==> src/rtl/insn_field_decoder.sv <==
module insn_field_decoder (
  input  logic        clk,
  input  logic        rst_n,
  input  logic        byte_valid,
  input  logic [7:0]  byte_in,
  output logic        done,
  output logic        err,
  output logic [3:0]  cls,
  output logic        d_bit,
  output logic        w_bit,
  output logic        s_bit,
  output logic        has_modrm,
  output logic [1:0]  mod_f,
  output logic [2:0]  reg_f,
  output logic [2:0]  rm_f,
  output logic [15:0] disp,
  output logic [15:0] imm,
  output logic [2:0]  ins_len
);
  localparam logic [3:0] C_MOV_RM   = 4'd0;
  localparam logic [3:0] C_MOV_IRM  = 4'd1;
  localparam logic [3:0] C_MOV_IREG = 4'd2;
  localparam logic [3:0] C_MOV_LD   = 4'd3;
  localparam logic [3:0] C_MOV_ST   = 4'd4;
  localparam logic [3:0] C_SEG_TO   = 4'd5;
  localparam logic [3:0] C_SEG_FROM = 4'd6;
  localparam logic [3:0] C_ADD_RM   = 4'd7;
  localparam logic [3:0] C_ADD_IRM  = 4'd8;
  localparam logic [3:0] C_ADD_ACC  = 4'd9;
  localparam logic [3:0] C_NONE     = 4'd15;

  typedef enum logic [1:0] {P_OP, P_MODRM, P_DISP, P_DATA} phase_t;

  phase_t     phase;
  logic [1:0] disp_n, data_n;
  logic       hi, dsx, isx;

  logic [3:0] oc;
  logic       o_modrm, o_w, o_d, o_s, o_sx;
  logic [1:0] o_disp, o_data;
  logic [2:0] o_len;

  always_comb begin
    casez (byte_in)
      8'b100010??: oc = C_MOV_RM;
      8'b1100011?: oc = C_MOV_IRM;
      8'b1011????: oc = C_MOV_IREG;
      8'b1010000?: oc = C_MOV_LD;
      8'b1010001?: oc = C_MOV_ST;
      8'b10001110: oc = C_SEG_TO;
      8'b10001100: oc = C_SEG_FROM;
      8'b000000??: oc = C_ADD_RM;
      8'b100000??: oc = C_ADD_IRM;
      8'b0000010?: oc = C_ADD_ACC;
      default:     oc = C_NONE;
    endcase
  end

  wire o_seg = (oc == C_SEG_TO) || (oc == C_SEG_FROM);
  assign o_modrm = (oc == C_MOV_RM) || (oc == C_MOV_IRM) || o_seg ||
                   (oc == C_ADD_RM) || (oc == C_ADD_IRM);
  assign o_w = (oc == C_MOV_IREG) ? byte_in[3] : (o_seg ? 1'b1 : byte_in[0]);
  assign o_d = ((oc == C_MOV_RM) || o_seg || (oc == C_ADD_RM)) ? byte_in[1] : 1'b0;
  assign o_s = (oc == C_ADD_IRM) ? byte_in[1] : 1'b0;
  assign o_sx = (oc == C_ADD_IRM) && byte_in[1] && byte_in[0];
  assign o_disp = ((oc == C_MOV_LD) || (oc == C_MOV_ST)) ? 2'd2 : 2'd0;

  always_comb begin
    case (oc)
      C_MOV_IRM, C_MOV_IREG, C_ADD_ACC: o_data = o_w ? 2'd2 : 2'd1;
      C_ADD_IRM: o_data = (byte_in[0] && !byte_in[1]) ? 2'd2 : 2'd1;
      default:   o_data = 2'd0;
    endcase
  end

  assign o_len = 3'd1 + {2'b00, o_modrm} + {1'b0, o_disp} + {1'b0, o_data};

  wire [1:0] m_mod = byte_in[7:6];
  wire [2:0] m_reg = byte_in[5:3];
  wire [2:0] m_rm  = byte_in[2:0];
  logic [1:0] m_disp;
  always_comb begin
    case (m_mod)
      2'b01:   m_disp = 2'd1;
      2'b10:   m_disp = 2'd2;
      2'b00:   m_disp = (m_rm == 3'b110) ? 2'd2 : 2'd0;
      default: m_disp = 2'd0;
    endcase
  end
  wire m_bad = (((cls == C_MOV_IRM) || (cls == C_ADD_IRM)) && (m_reg != 3'b000)) ||
               (((cls == C_SEG_TO) || (cls == C_SEG_FROM)) && m_reg[2]);

  wire disp_last = hi || (disp_n == 2'd1);
  wire data_last = hi || (data_n == 2'd1);

  always_ff @(posedge clk or negedge rst_n) begin
    if (!rst_n) begin
      phase <= P_OP;
      done <= 1'b0;
      err <= 1'b0;
      cls <= C_NONE;
      d_bit <= 1'b0;
      w_bit <= 1'b0;
      s_bit <= 1'b0;
      has_modrm <= 1'b0;
      mod_f <= '0;
      reg_f <= '0;
      rm_f <= '0;
      disp <= '0;
      imm <= '0;
      ins_len <= '0;
      disp_n <= '0;
      data_n <= '0;
      hi <= 1'b0;
      dsx <= 1'b0;
      isx <= 1'b0;
    end else begin
      done <= 1'b0;
      err <= 1'b0;
      if (byte_valid) begin
        case (phase)
          P_OP: begin
            if (oc == C_NONE) begin
              err <= 1'b1;
            end else begin
              cls <= oc;
              d_bit <= o_d;
              w_bit <= o_w;
              s_bit <= o_s;
              has_modrm <= o_modrm;
              mod_f <= '0;
              reg_f <= (oc == C_MOV_IREG) ? byte_in[2:0] : 3'b000;
              rm_f <= '0;
              disp <= '0;
              imm <= '0;
              ins_len <= o_len;
              disp_n <= o_disp;
              data_n <= o_data;
              isx <= o_sx;
              dsx <= 1'b0;
              hi <= 1'b0;
              if (o_modrm) phase <= P_MODRM;
              else if (o_disp != 2'd0) phase <= P_DISP;
              else phase <= P_DATA;
            end
          end
          P_MODRM: begin
            if (m_bad) begin
              err <= 1'b1;
              phase <= P_OP;
            end else begin
              mod_f <= m_mod;
              reg_f <= m_reg;
              rm_f <= m_rm;
              ins_len <= ins_len + {1'b0, m_disp};
              disp_n <= m_disp;
              dsx <= (m_mod == 2'b01);
              if (m_disp != 2'd0) phase <= P_DISP;
              else if (data_n != 2'd0) phase <= P_DATA;
              else begin
                done <= 1'b1;
                phase <= P_OP;
              end
            end
          end
          P_DISP: begin
            if (!hi) disp <= {dsx ? {8{byte_in[7]}} : 8'h00, byte_in};
            else disp[15:8] <= byte_in;
            if (disp_last) begin
              hi <= 1'b0;
              if (data_n != 2'd0) phase <= P_DATA;
              else begin
                done <= 1'b1;
                phase <= P_OP;
              end
            end else begin
              hi <= 1'b1;
            end
          end
          default: begin
            if (!hi) imm <= {isx ? {8{byte_in[7]}} : 8'h00, byte_in};
            else imm[15:8] <= byte_in;
            if (data_last) begin
              hi <= 1'b0;
              done <= 1'b1;
              phase <= P_OP;
            end else begin
              hi <= 1'b1;
            end
          end
        endcase
      end
    end
  end
endmodule


==> config.mk <==
export PLATFORM = sky130hd
export DESIGN_NAME = insn_field_decoder
export DESIGN_NICKNAME = d
export VERILOG_FILES = /design/src/rtl/insn_field_decoder.sv
export SDC_FILE = /design/constraint.sdc
export NUM_CORES = 1
export LEC_CHECK = 0
export BUFFER_PORTS_ARGS = -buffer_cell sky130_fd_sc_hd__buf_2
export CAP_MARGIN = 20
export CORE_MARGIN = 2
export CORE_UTILIZATION = 45
export DETAILED_ROUTE_END_ITERATION = 8
export PLACE_DENSITY = 0.7
export SKIP_CTS_REPAIR_TIMING = 1
export SYNTH_ARGS = -nofsm -noshare
export SYNTH_HDL_FRONTEND = slang
export SYNTH_SLANG_ARGS = --single-unit
export TNS_END_PERCENT = 5
==> constraint.sdc <==
create_clock -name clk -period 2.2 [get_ports clk]
set_input_delay 0.44 -clock clk [delete_from_list [all_inputs] [get_ports clk]]
set_output_delay 0.44 -clock clk [all_outputs]
set_load 0.01 [all_outputs]
==> flow_summary.yaml <==
placed_design:
  portBuffers: 63
  dp_hpwl_mm: 7.374
  place_congestion: 0.9277
  dpl_cell_area_mm2: 0.004250
  dp_cells: 572
  pre_cts_slack_ps: -343.5
clocking:
  cts_tree: "built"
  cts_inserted_buffers: 9
  cts_root_buffer: "clkbuf_8"
  htree_levels: 3
  clock_sinks: 62
  insertion_delay_ps: 350
  clk_pin_slew_ps: 80
  cts_max_path_buffers: 2
detailed_routing:
  m1WireLength_mm: 4.440
  dr_total_vias: 3186
  via_per_inst: 5.409
  dr.pass1.iters: 4
  avgRoutedWirePerCell_um: 16.86
  finalWirelength_mm: 9.932
  drt_iter0_markers: 157
  ant_nets: 0
  dr_wl_met3_um: 530
  wl_met2_mm: 4.658
  top_layer_used: "met4"
  drc: 0
yosys:
  ys.flop_type: "dfrtp_1"
  yosysWarnings: 0
  synth.top_cell.area_share_pct: 42.95
  netlist_area_mm2: 0.003379
  synth_edf_count: 0
  netlist_instances: 365
  ys_types: 58
  syn_nets: 384
  synth.avg_cell_area_um2: 9.259
  async_flop_share_pct: 100.0
  yosys.area.top_type: "dfrtp_1"
  yosys-top-cells-area: "dfrtp_1, o21ai_0, nand2_1"
  ys_ff_latch: 62
  seq_area_frac_synth_pct: 46.06
timing:
  finalHoldViolCount: 0
  tightest_slew_ps: 577.8
  timing.fmax_mhz: 452.2
  fin_ws_ps: -11.52
  fin_crit_sh_pct: 100.5
  rsz0062_at_grt: "true"
  max_slew_margin_pct: 61.48
  drv_slew: 0
  setup_viol: 1
  fin_skew_ps: 9.523
  finalCriticalPeriod_ps: 2212
die:
  die_area_mm2: 0.008219
  die_y_um: 90.66
  row_count: 31
  core_area_mm2: 0.007253
  pin_count: 64
  start_util_pct: 46.59
  fp.dieW_um: 90.66
grt:
  grt_max_degree: 29
  grt_antenna_before_repair: 0
  grt_first_pass_wirelength_mm: 16.31
  grt_pass1_vias: 3183
  grt_overflow: 0
  grt_use_total_pct: 25.35
worst_setup_path:
  end_kind: "flip-flop"
  path_cells: "buf_6 > and4b_1 > mux2i_2 > o31ai_4 > nor2b_4 > a21oi_2 > ha_2 > fa_1 > o21ai_1 > mux2_4"
  cp_max_fo: 7
  reg2reg_from: "cls[3]$_DFFE_PN1P_"
  critPathMaxStageDelay_ps: 500
  startpoint_type: "input pin"
  crit_buf_inv: 1
  cp_top_family: "adder cells"
  critical_path_class: "in -> reg"
  required_ps: 2440
  arrival_ps: 2450
  worst_path_max_delay_cell: "fa_1"
  crit_start: "byte_in[6]"
run_status:
  status: "finished with violations"
  violations: "negative setup slack"
min_path:
  hold_class: "in -> async"
power_and_ir_drop:
  p_sw_uw: 2291
  switching_share_pct: 38.92
  leakage_uw: 0.002253
  power_frac_seq_pct: 32.7
  power_frac_comb_pct: 45.4
  power.internal_uw: 3595
  clock_power_share_pct: 21.8
  power_density_mw_per_mm2: 1287
  peakVddDrop_v: 0.0004713
cells_and_area:
  drive_gt1_share_pct: 37.76
  stdcell_area_mm2: 0.004573
  n_antenna_cell: 0
  stdcell_count: 589
  area_growth_pct: 35.32
  final_util_pct: 63.05
  fin_nets: 504
run:
  cap_violations: 0
[state kept, by name, indices dropped and copies added (netlist names), 2 cells and up]
register and count:
disp 16, imm 16, cls 4, ins_len 3, reg_f 3, rm_f 3, data_n 2, disp_n 2
mod_f 2, phase 2
[metal layers]
metal / vias to the layer above / track usage [%]
met5: - / 0
met1: 1523 / 34.56
li1: 1527 / -
met4: 0 / 9.487
met2: 112 / 40.11
met3: 24 / 5.008
[cell usage in the layout, fill, tap and decap left out, types with 2 or more instances in the layout]
master,count
a211o_1,2
a21o_1,4
a21oi_1,9
a31o_2,2
a31oi_1,4
and2_1,2
buf_2,59
buf_4,73
buf_6,2
bufinv_16,3
clkbuf_8,9
dfrtp_1,58
dfstp_2,4
fa_1,2
ha_1,5
inv_1,18
mux2_2,7
mux2_4,2
mux2i_1,7
mux2i_2,2
nand2_1,57
nand2b_1,2
nand3_1,3
nand3b_1,3
nand4_1,2
nand4b_1,6
nor2_1,18
nor2b_1,14
nor2b_4,2
nor3_1,2
nor4_1,3
o211ai_1,3
o21ai_0,47
o21ai_1,2
o22a_1,2
o31ai_1,11
or2_4,3
or4_1,4
[cells in the mapped netlist, types with 3 or more instances]
cell type  count
dfstp_2        4
o211ai_1       3
ha_1           6
a21o_1         4
nor2b_1       16
or4_1          5
a31oi_1        4
clkbuf_1      15
o21ai_0       48
buf_2          5
nor3_1         3
o31ai_1       12
nand3b_1       3
nor2_1        18
nand2_1       57
dfrtp_1       58
mux2i_1        9
nand4b_1       6
inv_1         18
mux2_2         7
nor4_1         4
buf_1          4
a21oi_1       10
nand3_1        3
[metrics by stage]
stage | TNS [ps] | hold slack [ps] | total power, µW
after floorplan | -2175 | 144.4 | 3501
after global placement | -6810 | 457.8 | 4499
after detailed placement | -7367 | 462.0 | 4567
after CTS | -1978 | 100.2 | 5849
after global routing | -50.37 | 134.8 | 6289
final | -11.52 | 81.39 | 5886
[worst paths after layout]
| check | slack [ps] | cells after the start | end |
|---|---|---|---|
| max | -10 | 10 | ins_len[1]$_DFFE_PN0P_ |
| min | 80 | 1 | imm[14]$_DFFE_PN0P_ |
| max reg2reg | 30 | 5 | ins_len[1]$_DFFE_PN0P_ |
| min reg2reg | 470 | 2 | imm[11]$_DFFE_PN0P_ |
| max in group asynchronous | 1410 | 2 | disp[13]$_DFFE_PN0P_ |
| min in group clk | 470 | 2 | imm[11]$_DFFE_PN0P_ |
[worst reg2reg max path, stage by stage (launching register included)]
cell	delay, ps
dfstp_2	550
mux2_2	330
a311o_1	360
a21o_1	230
or2_4	280
mux2_4	300
[cell families after synthesis]
kind of cell / after synthesis / synth area share, %
AO/OA/AOI/OAI: 100 / 18.44
adder cells (fa/ha/maj): 8 / 3.406
buffers and inverters: 47 / 6.293
flip-flops: 62 / 46.06
AND/OR/NAND/NOR: 129 / 19.66
XOR/XNOR: 1 / 0.2592
multiplexers: 18 / 5.887
[layout make-up]
cell class                      count  area [µm²]
Clock buffer                        9       123.9
Clock inverter                      7       120.1
Fill cell                         652        2680
Inverter                           19       71.32
Multi-Input combinational cell    257        1684
Sequential cell                    62        1556
Tap cell                           99       123.9
Timing Repair Buffer              136       893.4
[power groups by stage]
stage / clock (µW) / combinational (µW) / sequential [µW]
4_1_cts: 1280 / 2640 / 1930
3_3_place_gp: 0 / 2570 / 1930
6_report: 1290 / 2670 / 1930
3_5_place_dp: 0 / 2620 / 1940
5_1_grt: 1350 / 2950 / 1990
2_1_floorplan: 0 / 1380 / 2120
(Power assumes the default switching activity.)
